[src/rtl/smt_fetch_pkg.sv]
package smt_fetch_pkg;

  // Saturating in-flight count update: add and subtract in the same cycle,
  // clamp at zero and at the static per-thread limit.
  function automatic logic [31:0] occ_update(input logic [31:0] cur,
                                             input logic [31:0] add,
                                             input logic [31:0] sub,
                                             input logic [31:0] lim);
    logic [31:0] sum;
    logic [31:0] res;
    sum = cur + add;
    if (sub >= sum) res = 32'd0;
    else            res = sum - sub;
    if (res > lim)  res = lim;
    return res;
  endfunction

endpackage

[src/rtl/smt_occ_counter.sv]
module smt_occ_counter #(
  parameter int CW    = 5,
  parameter int DW    = 3,
  parameter int LIMIT = 16
) (
  input  logic          clk,
  input  logic          rst_n,
  input  logic [DW-1:0] inc,
  input  logic [DW-1:0] dec,
  output logic [CW-1:0] occ,
  output logic          below
);
  import smt_fetch_pkg::*;

  logic [CW-1:0] occ_q;
  logic [CW-1:0] occ_d;
  logic          upd_en;

  always_comb begin
    upd_en = (inc != '0) || (dec != '0);
    occ_d  = CW'(occ_update(32'(occ_q), 32'(inc), 32'(dec), 32'(LIMIT)));
  end

  always_ff @(posedge clk or negedge rst_n) begin
    if (!rst_n)      occ_q <= '0;
    else if (upd_en) occ_q <= occ_d;
  end

  assign occ   = occ_q;
  assign below = (32'(occ_q) < 32'(LIMIT));

endmodule

[src/rtl/smt_min_pick.sv]
module smt_min_pick #(
  parameter int N  = 4,
  parameter int CW = 5,
  parameter int TW = 2
) (
  input  logic [N-1:0]    elig,
  input  logic [N*CW-1:0] occ_flat,
  input  logic [TW-1:0]   ptr,
  output logic [N-1:0]    grant,
  output logic            valid,
  output logic [TW-1:0]   gidx
);
  logic [CW-1:0] best;

  // Scan from the pointer upward with wrap; strict less-than keeps the
  // earliest thread in scan order on a tie.
  always_comb begin
    valid = 1'b0;
    best  = '0;
    gidx  = '0;
    for (int k = 0; k < N; k++) begin
      int idx;
      idx = int'(ptr) + k;
      if (idx >= N) idx = idx - N;
      if (elig[idx] && (!valid || (occ_flat[idx*CW +: CW] < best))) begin
        valid = 1'b1;
        best  = occ_flat[idx*CW +: CW];
        gidx  = TW'(idx);
      end
    end
    grant = '0;
    if (valid) grant[gidx] = 1'b1;
  end

endmodule

[src/rtl/smt_fetch_arbiter.sv]
module smt_fetch_arbiter #(
  parameter int NUM_THREADS = 4,
  parameter int QUEUE_DEPTH = 64,
  parameter int OCC_LIMIT   = QUEUE_DEPTH / NUM_THREADS,
  parameter int CNT_DW      = 3
) (
  input  logic                          clk,
  input  logic                          rst_n,
  input  logic [NUM_THREADS-1:0]        thread_active,
  input  logic [NUM_THREADS-1:0]        thread_stall,
  input  logic [NUM_THREADS*CNT_DW-1:0] disp_cnt,
  input  logic [NUM_THREADS*CNT_DW-1:0] retire_cnt,
  output logic [NUM_THREADS-1:0]        grant,
  output logic                          grant_valid
);
  localparam int N  = NUM_THREADS;
  localparam int TW = (N > 1) ? $clog2(N) : 1;
  localparam int CW = $clog2(OCC_LIMIT + 1);

  // reset: asynchronous assert, synchronous release
  logic rst_meta;
  logic rst_sync_n;

  always_ff @(posedge clk or negedge rst_n) begin
    if (!rst_n) begin
      rst_meta   <= 1'b0;
      rst_sync_n <= 1'b0;
    end else begin
      rst_meta   <= 1'b1;
      rst_sync_n <= rst_meta;
    end
  end

  logic [N*CW-1:0] occ_flat;
  logic [N-1:0]    below;
  logic [N-1:0]    elig;

  for (genvar t = 0; t < N; t++) begin : g_thr
    smt_occ_counter #(.CW(CW), .DW(CNT_DW), .LIMIT(OCC_LIMIT)) u_cnt (
      .clk   (clk),
      .rst_n (rst_sync_n),
      .inc   (disp_cnt[t*CNT_DW +: CNT_DW]),
      .dec   (retire_cnt[t*CNT_DW +: CNT_DW]),
      .occ   (occ_flat[t*CW +: CW]),
      .below (below[t])
    );
  end

  always_comb begin
    elig = thread_active & ~thread_stall & below & {N{rst_sync_n}};
  end

  logic [TW-1:0] rr_ptr;
  logic [TW-1:0] rr_ptr_d;
  logic [TW-1:0] win_idx;
  logic          win_valid;
  logic [N-1:0]  win_grant;

  smt_min_pick #(.N(N), .CW(CW), .TW(TW)) u_pick (
    .elig     (elig),
    .occ_flat (occ_flat),
    .ptr      (rr_ptr),
    .grant    (win_grant),
    .valid    (win_valid),
    .gidx     (win_idx)
  );

  always_comb begin
    if (win_idx == TW'(N - 1)) rr_ptr_d = '0;
    else                       rr_ptr_d = win_idx + TW'(1);
  end

  always_ff @(posedge clk or negedge rst_sync_n) begin
    if (!rst_sync_n)    rr_ptr <= '0;
    else if (win_valid) rr_ptr <= rr_ptr_d;
  end

  assign grant       = win_grant;
  assign grant_valid = win_valid;

endmodule

[config.mk]
export PLATFORM = sky130hd
export DESIGN_NAME = smt_fetch_arbiter
export DESIGN_NICKNAME = d
export VERILOG_FILES = /design/src/rtl/smt_fetch_pkg.sv /design/src/rtl/smt_occ_counter.sv /design/src/rtl/smt_min_pick.sv /design/src/rtl/smt_fetch_arbiter.sv
export SDC_FILE = /design/constraint.sdc
export NUM_CORES = 1
export LEC_CHECK = 0
export BUFFER_PORTS_ARGS = -buffer_cell sky130_fd_sc_hd__buf_4
export CORE_UTILIZATION = 52
export CTS_BUF_LIST = sky130_fd_sc_hd__clkbuf_4 sky130_fd_sc_hd__clkbuf_8
export CTS_CLUSTER_SIZE = 10
export DETAILED_ROUTE_END_ITERATION = 12
export PLACE_DENSITY = 0.77
export SKIP_CTS_REPAIR_TIMING = 1
export SLEW_MARGIN = 20
export SYNTH_ARGS = -nofsm -noshare
export SYNTH_HDL_FRONTEND = slang
export SYNTH_SLANG_ARGS = --single-unit
[constraint.sdc]
create_clock -name clk -period 12.7 [get_ports clk]
set_clock_uncertainty 0.1 [all_clocks]
set_input_delay 2.54 -clock clk [delete_from_list [all_inputs] [get_ports clk]]
set_output_delay 2.54 -clock clk [all_outputs]
set_load 0.05 [all_outputs]
# Yosys cells after proc, flatten, opt, wreduce, memory -nomap -nowiden
# Index checks and enable logic that the tools add are counted.
[totals]
ff_bits = 24
input_bits = 34
output_inout_bits = 5
word_cells = 122
[classes]
add_sub_neg = 16
multipliers = 4
magnitude_cmp = 25
eq_ne = 1
n_shift = 4
n_mux = 39
bitwise = 4
n_reduce_logical = 22
[op_table]
columns = ["op", "count"]
rows = [
  ["$mux W32", 8],
  ["$ge A3 B32 Y1", 4],
  ["$gt A32 B5 Y1 const B", 4],
  ["$lt A32 B4 Y1 const B", 4],
  ["$mul A32 B4 Y32 const B", 4],
  ["$shiftx A20 B32 Y5", 4],
  ["$sub A32 B3 Y32", 4],
  ["$ge A32 B4 Y1 const B", 3],
  ["$sub A32 B4 Y32 const B", 3],
  ["$mux W5", 7],
  ["$add A5 B3 Y6", 4],
  ["$reduce_bool A3 Y1", 8],
  ["$lt A5 B5 Y1 const B", 4],
  ["$lt A5 B5 Y1", 3],
  ["$mux W1", 13],
  ["$and A4 B4 Y4", 3],
  ["$mux W2", 5],
  ["$bmux W1 S2", 4],
  ["$logic_or A1 B1 Y1", 7],
  ["$add A2 B2 Y3 const B", 2],
  ["$logic_and A1 B1 Y1", 4],
  ["$mux W4", 1],
  ["$not A4 Y4", 1],
  ["$sub A2 B3 Y4 const B", 1],
  ["other kinds (8)", 10],
]

# Longest topological paths before layout
# Gate-level depths: netlist of run 1.
[depth]
depth_word = 25
depth_mapped = 45
depth_no_buf = 39

# Cells and area by module
# Synthesis of run 1 repeated with hierarchy kept, for this count alone.
[unflattened]
cells_unflattened = 678
hier_area_um2 = 5501.5
[modules_own_cells]
columns = ["mod", "n_inst", "cells_each", "area_each_um2", "seq_area_each_um2"]
rows = [
  ["smt_min_pick", 1, 357, 2688.8, 0.0],
  ["smt_occ_counter", 4, 77, 655.6, 125.1],
  ["smt_fetch_arbiter", 1, 13, 190.2, 100.1],
]

# Worst setup path after synthesis of run 1
# OpenSTA, ideal clock, no wires.
[synth_path]
kind = "input to output"
startpoint = "input port thread_stall[3]"
endpoint = "output port grant[2]"
arrival_time_ns = 8.552
required_time_ns = 10.060
setup_slack_ns = 1.508
path_stages = 32
path_buffers = 0
cell_sequence = "nand4bb_1 o22a_1 nand2_1 nand2_1 ha_1 a21oi_1 o21a_1 a22oi_1 nand2_1 nand2_1 mux2i_1 inv_1 ha_1 nand2_1 nor2_1 a211oi_1 o21a_1 a31oi_1 o22ai_1 and2_1 o21a_1 ha_1 a21o_1 a21oi_1 nor2b_1 a311oi_1 o32a_1 o211ai_2 mux2i_1 a311oi_1 ha_1 and2_1"
[synth_between]
elab_chain_len = 25
elab_cells_between_ends = 45
classes_between = "5 x order compare; 26 x mux; 4 x bitwise; 10 x reduce/logical"
[synth_lines]
columns = ["item", "line_no", "source"]
rows = [
  ["start, declared", "smt_fetch_arbiter.sv:10", "input logic [NUM_THREADS-1:0] thread_stall,"],
  ["$not A4 Y4 *", "smt_fetch_arbiter.sv:50", "elig = thread_active & ~thread_stall & below & {N{rst_sync_n}};"],
  ["$and A4 B4 Y4 * (3 in a row)", "smt_fetch_arbiter.sv:50", ""],
  ["$bmux W1 S2", "smt_min_pick.sv:25", "if (elig[idx] && (!valid || (occ_flat[idx*CW +: CW] < best))) begin"],
  ["$mux W1 (not written as such) (2 in a row)", "smt_min_pick.sv:25", ""],
  ["$mux W5 / $mux W1 (equally long branches)", "smt_min_pick.sv:25", ""],
  ["$lt A5 B5 Y1 / $logic_not A1 Y1 (equally long branches)", "smt_min_pick.sv:25", ""],
  ["$logic_or A1 B1 Y1", "smt_min_pick.sv:25", ""],
  ["$logic_and A1 B1 Y1", "smt_min_pick.sv:25", ""],
  ["[... 6 more ...]", "n/a", ""],
  ["$logic_or A1 B1 Y1", "smt_min_pick.sv:25", ""],
  ["$logic_and A1 B1 Y1", "smt_min_pick.sv:25", ""],
  ["$mux W2", "smt_min_pick.sv:25", ""],
  ["$lt A2 B3 Y1 (not written as such) / $ge A2 B1 Y1 (equally long branches)", "smt_min_pick.sv:32", "if (valid) grant[gidx] = 1'b1;"],
  ["$logic_and A1 B1 Y1 (not written as such)", "smt_min_pick.sv:32", ""],
  ["$mux W1 (not written as such)", "smt_min_pick.sv:32", ""],
  ["$demux W1 S2", "n/a", ""],
  ["$mux W4 *", "smt_min_pick.sv:32", ""],
  ["end, declared", "smt_fetch_arbiter.sv:13", "output logic [NUM_THREADS-1:0] grant,"],
]
# Every way passes the cells marked *; elsewhere a longest branch is shown, timed or not. The select of a mux whose other input is x is not followed.

# Worst setup path after layout of run 1
# Ends and elaborated chain as after synthesis.

==> metrics.md, run 1 <==
| Metric | Value |
|---|---|
| CTS Buf Count | `3` |
| Die area | `between 10000 and 15000 sq um` |
| Rel. slew slack | `0.522` |
| Largest family of logic cells by synthesized area | `compound AO/OA/AOI/OAI gates` |
| # rows | `36` |
| Hold Slack | `around 0.14 ns` |
| Clock sink count | `24` |
| Initial drt markers | `502` |
| Vias in the first global route | `about 5.1k` |
| Core box area | `between 9000 and 10000 sq um` |
| Clock root buffer | `clkbuf_8` |
| # IOs | `39` |
| Fin nets | `roughly 770` |
| Die width | `~100 um` |
| Crit-path max FO | `8` |
| Vias post-DR | `approximately 5.3k` |
| Die H | `~100 um` |
| Slowest CP cell | `or3_1` |
| Design area | `between 5000 and 6000 sq um` |
| DR vias/cell | `roughly 6.6` |
| Required @ worst endpoint | `10.06 ns` |
| Largest net degree at the start of global routing | `60` |
| Worst Max-Slew Pin Slew | `slightly above 0.7 ns` |
| Register bit total from synthesis | `24` |
| Fmax | `roughly 0.083 GHz` |
| Post-DP HPWL | `11.1 mm` |
| DR pass1 iterations | `5` |
| Post-Synthesis Cells | `660` |
| Post-Synth XOR/XNOR Area | `0.0518` |
| Simple-gate area share of the yosys netlist | `0.204` |
| Post-synthesis adder-cell area fraction | `0.162` |
| Number of max-cap violations | `0` |
| Post-synth EDFFs | `0` |
| Tot Pwr | `about 1.7 mW` |
| PnR worst setup slack | `0.680 ns` |
| Maximum single-stage delay on the critical path | `0.37 ns` |
| H-tree Lvls | `1` |
| GRT Total Usage | `0.271` |
| Power per cell area | `between 200 and 300 nW/um^2` |
| Worst path arrival time | `~9.4 ns` |
| Ys flop type | `dfrtp_1` |
| Clock latency on the worst-skew pair | `0.27 ns` |
| Post-synthesis mux area share | `0.176` |
| Setup Viol. Count Final | `0` |
| Hold WC Path Type | `reg2async` |
| Final wirelength | `approximately 15 mm` |
| Pleak | `around 2.6 nW` |
| Post-Place Worst Slack | `around 0.46 ns` |
| ANT nets after route | `0` |
| Crit share post-route | `0.946` |
| Layout cells sized above 1 | `0.145` |
| PortBufs | `38` |
| Area Growth Syn to Fin | `7.36%` |
| N_diodes | `0` |
| Total gr overflow | `0` |
| Endpoints failing hold | `0` |
| Slew Limit Fails | `0` |
| Final Critical Period | `about 12 ns` |
| Avg WL per Cell | `between 15 and 20 um` |
| Critical path class | `in2out` |
| Synth async-reset ratio | `1.00` |
| Ys Warns | `0` |
| Synth Cell Area | `about 5400 sq um` |
| Post-Place Cell Area | `5750 sq um` |
| Post-synthesis sequential area ratio | `0.110` |
| Routability Congestion | `around 0.97` |
| Initial antenna violation count | `0` |
| DR DRC count | `0` |
| Starting Density | `0.546` |
| CP Launch Type | `input pin` |
| Mean Syn Cell Area | `8.24 sq um` |
| CTS tree | `done` |
| Setup TNS | `0 ns` |
| Count of cell types in the netlist | `74` |
| Clk pin slew, worst setup/hold paths | `around 0.09 ns` |
| Status | `finished, final reports clean` |
| Global-route wire length before repair | `24.3 mm` |
| Synth Area in Compound Gates | `0.231` |
| Clk buf depth | `2` |
| Most used cell, CP | `ha_1` |
| RSZ-0062 raised after global routing | `false` |
| Crit. End Element | `output port` |
| Maximum vdd drop | `0.125 mV` |
[metrics by stage]
step / cells / util
floorplan: 661 / -
global placement: 797 / 0.577
detailed placement: 797 / 0.577
CTS: 801 / 0.584
global route: 801 / 0.586
finish: 801 / 0.586
[cell type report]
| type | count | area, sq um |
|---|---|---|
| Inverter | 44 | 165 |
| Timing Repair Buffer | 43 | 323 |
| Sequential cell | 24 | 602 |
| Clock inverter | 1 | 30.0 |
| Tap cell | 133 | 166 |
| Multi-Input combinational cell | 553 | 4510 |
| Clock buffer | 3 | 41.3 |
| Fill cell | 874 | 4120 |
[cell usage after synthesis, drive strengths merged (11+ instances only)]
cell / count / area share
xnor2: 17 / 0.027
nor3: 11 / 0.010
o21ai: 35 / 0.032
buf: 16 / 0.017
nor2: 41 / 0.028
inv: 42 / 0.029
a21oi: 47 / 0.043
mux4: 31 / 0.13
nor2b: 21 / 0.024
a21o: 12 / 0.017
dfrtp: 24 / 0.11
nand3: 13 / 0.012
nand2: 70 / 0.048
clkbuf: 24 / 0.017
ha: 56 / 0.13
mux2i: 19 / 0.035
[registers in the layout (all words and copies together) (netlist names)]
signal           flops
g_thr.u_cnt.occ     20
rr_ptr               2
rst_meta             1
rst_sync_n           1
[worst paths after layout]
kind	startpoint	end	slack, ns	cells after the start
max reg2reg	rr_ptr[1]$_DFFE_PN0P_	rr_ptr[1]$_DFFE_PN0P_	3.81	34
max in group asynchronous	rst_n	rst_sync_n$_DFF_PN0_	10.49	1
min	rst_sync_n$_DFF_PN0_	g_thr[1].u_cnt.occ[4]$_DFFE_PN0P_	0.14	1
max	thread_stall[3]	grant[2]	0.68	32
min in group clk	rst_meta$_DFF_PN0_	rst_sync_n$_DFF_PN0_	0.26	0
min reg2reg	rst_sync_n$_DFF_PN0_	g_thr[1].u_cnt.occ[4]$_DFFE_PN0P_	0.14	1
[cells in the final DEF, fill, tap and decap left out, types with 11 or more instances in the layout]
cell type	instances
a21o_1	12
a21oi_1	47
buf_4	43
dfrtp_1	23
ha_1	56
inv_1	42
mux2i_1	19
mux4_2	31
nand2_1	69
nand3_1	13
nor2_1	41
nor2b_1	21
nor3_1	11
o21ai_0	35
xnor2_1	17
[worst max-delay path: cells and delay by family]
| family | cells | cell delay [ns] |
|---|---|---|
| and+or+nand+nor | 10 | 2.18 |
| muxes | 2 | 0.46 |
| AOI/OAI and AO/OA | 13 | 2.74 |
| buffers and inverters | 3 | 0.39 |
| adders and majority gates | 4 | 1.10 |
[power by group]
part           leakage (nW)  total [mW]  switching (mW)  internal (mW)
Sequential            0.307       0.194          0.0936          0.100
Combinational          2.21        1.44           0.816          0.620
Clock                0.0357      0.0687          0.0265         0.0422
Total                  2.55        1.70           0.936          0.762
[kinds of logic (layout without fill, tap and decap cells)]
group / after synthesis / count (layout)
AND/OR/NAND/NOR: 215 / 215
AO/OA/AOI/OAI: 186 / 186
buffers and inverters: 84 / 91
adder cells (fa/ha/maj): 65 / 65
multiplexers: 56 / 56
XOR/XNOR: 29 / 29
flip-flops: 24 / 24
other: 1 / 2
[layer usage]
layer  GRT usage  wire [um]
met4      0.0898        283
met5           0          0
met1       0.347       5930
met3      0.0307       1160
met2       0.473       7260
No activity file was read; power rests on OpenSTA's default activity.
==> run 2: changes to the inputs <==
--- a/config.mk
+++ b/config.mk
@@ -11,6 +11,8 @@
 export CTS_CLUSTER_SIZE = 10
 export DETAILED_ROUTE_END_ITERATION = 12
 export PLACE_DENSITY = 0.77
+export RECOVER_POWER = 100
+export REMOVE_ABC_BUFFERS = 1
 export SKIP_CTS_REPAIR_TIMING = 1
 export SLEW_MARGIN = 20
 export SYNTH_ARGS = -nofsm -noshare
==> run 2 against run 1 <==
The run now ends with capacitance limit, slew limit left; flip-flop and latch count stayed put; count of clock-buffer cells in the layout is 1 higher; maximum frequency is 2.0% lower; sequential power is 9% lower; cell area is 0.84% lower; cell count stayed put; first-iteration DRC count is 2.2% higher; critical path depth stayed put; hold slack better by 0.11 ns; die area stayed put.
==> metrics.md, run 2 (synthesis gave the netlist of run 1 again) <==
| Metric | Value |
|---|---|
| Max reg flops | `20 (unchanged)` |
| ANT nets after route | `0 (unchanged)` |
| Status | `finished with violations (was finished, final reports clean)` |
| # rows | `36 (unchanged)` |
| Setup slack, reg-to-reg | `3.95 ns (was 3.81 ns)` |
| RR Endpoint | `rr_ptr[1]$_DFFE_PN0P_ (unchanged)` |
| Clock sink count | `24 (unchanged)` |
| Core box area | `9950 sq um (unchanged)` |
| CP Launch Type | `input pin (unchanged)` |
| Rel. slew slack | `-0.0392 (was 0.522)` |
| Largest net degree at the start of global routing | `48 (was 60)` |
| Crit. End Element | `output port (unchanged)` |
| Initial antenna violation count | `0 (unchanged)` |
| Clk buf depth | `2 (unchanged)` |
| GRT Total Usage | `0.280 (was 0.271)` |
| Design area | `5790 sq um (was 5840 sq um)` |
| Worst r2r path cells | `35 (was 34)` |
| Global-route wire length before repair | `25.1 mm (was 24.3 mm)` |
| Slowest CP cell | `a311oi_1 (was or3_1)` |
| Post-Place Cell Area | `5750 sq um (unchanged)` |
| Hold Slack | `0.254 ns (was 0.140 ns)` |
| Crit path from | `thread_stall[3] (unchanged)` |
| Slew Limit Fails | `31 (was 0)` |
| FF-to-FF Start | `rr_ptr[1]$_DFFE_PN0P_ (unchanged)` |
| Required @ worst endpoint | `10.06 ns (about the same)` |
| Worst path arrival time | `9.62 ns (was 9.38 ns)` |
| Maximum vdd drop | `0.139 mV (was 0.125 mV)` |
| Setup Viol. Count Final | `0 (unchanged)` |
| Area Growth Syn to Fin | `6.47% (was 7.36%)` |
| DR pass1 iterations | `5 (unchanged)` |
| H-tree Lvls | `1 (unchanged)` |
| Die H | `104 um (unchanged)` |
| Worst Max-Slew Pin Slew | `1.56 ns (was 0.716 ns)` |
| Post-DP HPWL | `11.2 mm (was 11.1 mm)` |
| Clock latency on the worst-skew pair | `0.28 ns (was 0.27 ns)` |
| Final Critical Period | `12.26 ns (was 12.02 ns)` |
| Final wirelength | `14.8 mm (was 14.6 mm)` |
| Layout cells sized above 1 | `0.136 (was 0.145)` |
| Total gr overflow | `0 (unchanged)` |
| Most common cell after layout, fill and taps aside | `nand2_1 (unchanged)` |
| Failing checks | `capacitance limit, slew limit` |
| N_diodes | `0 (unchanged)` |
| # IOs | `39 (unchanged)` |
| Fmax | `0.0816 GHz (was 0.0832 GHz)` |
| Pleak | `2.53 nW (was 2.55 nW)` |
| Clk pin slew, worst setup/hold paths | `0.09 ns (about the same)` |
| Die area | `10900 sq um (unchanged)` |
| DR DRC count | `0 (unchanged)` |
| Clock root buffer | `clkbuf_8 (unchanged)` |
| DR vias/cell | `6.77 (was 6.64)` |
| Setup crit end | `grant[2] (unchanged)` |
| PortBufs | `38 (unchanged)` |
| Avg WL per Cell | `18.5 um (was 18.3 um)` |
| CTS tree | `done (unchanged)` |
| Crit-path max FO | `8 (unchanged)` |
| Endpoints failing hold | `0 (unchanged)` |
| Vias in the first global route | `5246 (was 5143)` |
| Die width | `104 um (unchanged)` |
| Maximum single-stage delay on the critical path | `0.48 ns (was 0.37 ns)` |
| Crit share post-route | `0.965 (was 0.946)` |
| Most frequent cells in the layout | `nand2_1, ha_1, a21oi_1, inv_1, nor2_1 (was nand2_1, ha_1, a21oi_1, buf_4, inv_1)` |
| Number of max-cap violations | `1 (was 0)` |
| Initial drt markers | `513 (was 502)` |
| Hold WC Path Type | `reg2reg (was reg2async)` |
| Routability Congestion | `0.972 (was 0.966)` |
| Fin nets | `768 (unchanged)` |
| Vias post-DR | `5424 (was 5316)` |
| Fillers | `873 (was 874)` |
| Starting Density | `0.546 (unchanged)` |
| Power per cell area | `289 nW/um^2 (was 291 nW/um^2)` |
| Critical path class | `in2out (unchanged)` |
| CTS Buf Count | `3 (unchanged)` |
==> run 2: stage by stage <==
| step | std cells | utilization | power [mW] | worst slack [ns] | setup TNS, ns |
|---|---|---|---|---|---|
| finish | 801 | 0.581 | 1.67 | 0.438 | 0 |
| global route | 801 | 0.581 | 1.83 | -0.0105 | -0.0105 |
| CTS | 801 | 0.582 | 1.64 | 0.561 | 0 |
| detailed placement | 797 | 0.577 | 1.58 | 0.573 | 0 |
| global placement | 797 | 0.577 | 1.53 | 0.989 | 0 |
| floorplan | 621 | - | 1.26 | -0.0556 | -0.111 |
==> run 2: cell type report <==
cell class	count	area, sq um	share of cell area
clock buffer	4	48.8	0.00843
inverter	44	165	0.0285
multi-input combinational	553	4500	0.778
sequential	24	602	0.104
tap	133	166	0.0288
timing repair buffer	43	305	0.0527
==> run 2: power breakdown <==
part	internal, mW	total (mW)	switching (mW)	leakage (nW)
sequential	0.100	0.177	0.0769	0.307
clock	0.0246	0.0520	0.0274	0.0262
combinational	0.617	1.44	0.828	2.19
total	0.742	1.67	0.932	2.53
==> run 2: worst min-delay path by stage <==
| stage | from | depth (start not counted) | to | slack (ns) |
|---|---|---|---|---|
| floorplan | rst_meta$_DFF_PN0_ | 0 | rst_sync_n$_DFF_PN0_ | 0.23 |
| global placement | rst_sync_n$_DFF_PN0_ | 1 | g_thr[1].u_cnt.occ[4]$_DFFE_PN0P_ | 0.14 |
| detailed placement | rst_sync_n$_DFF_PN0_ | 1 | g_thr[1].u_cnt.occ[4]$_DFFE_PN0P_ | 0.16 |
| CTS | rst_sync_n$_DFF_PN0_ | 1 | g_thr[3].u_cnt.occ[1]$_DFFE_PN0P_ | 0.16 |
| global route | rst_meta$_DFF_PN0_ | 0 | rst_sync_n$_DFF_PN0_ | 0.27 |
| finish | rst_meta$_DFF_PN0_ | 0 | rst_sync_n$_DFF_PN0_ | 0.25 |
==> run 2: critical path, delay by kind of cell <==
family	cells	cell delay (ns)
and+or+nand+nor	9	1.80
buffers and inverters	3	0.38
AOI/OAI and AO/OA	14	3.32
adders and majority gates	4	1.14
muxes	2	0.46
==> run 2: layer usage <==
metal | wire length, um | part of all wire | global-route usage
met4 | 436 | 0.029 | 0.0888
met5 | 0 | 0 | 0
met2 | 7060 | 0.48 | 0.481
met1 | 6090 | 0.41 | 0.370
met3 | 1250 | 0.084 | 0.0244
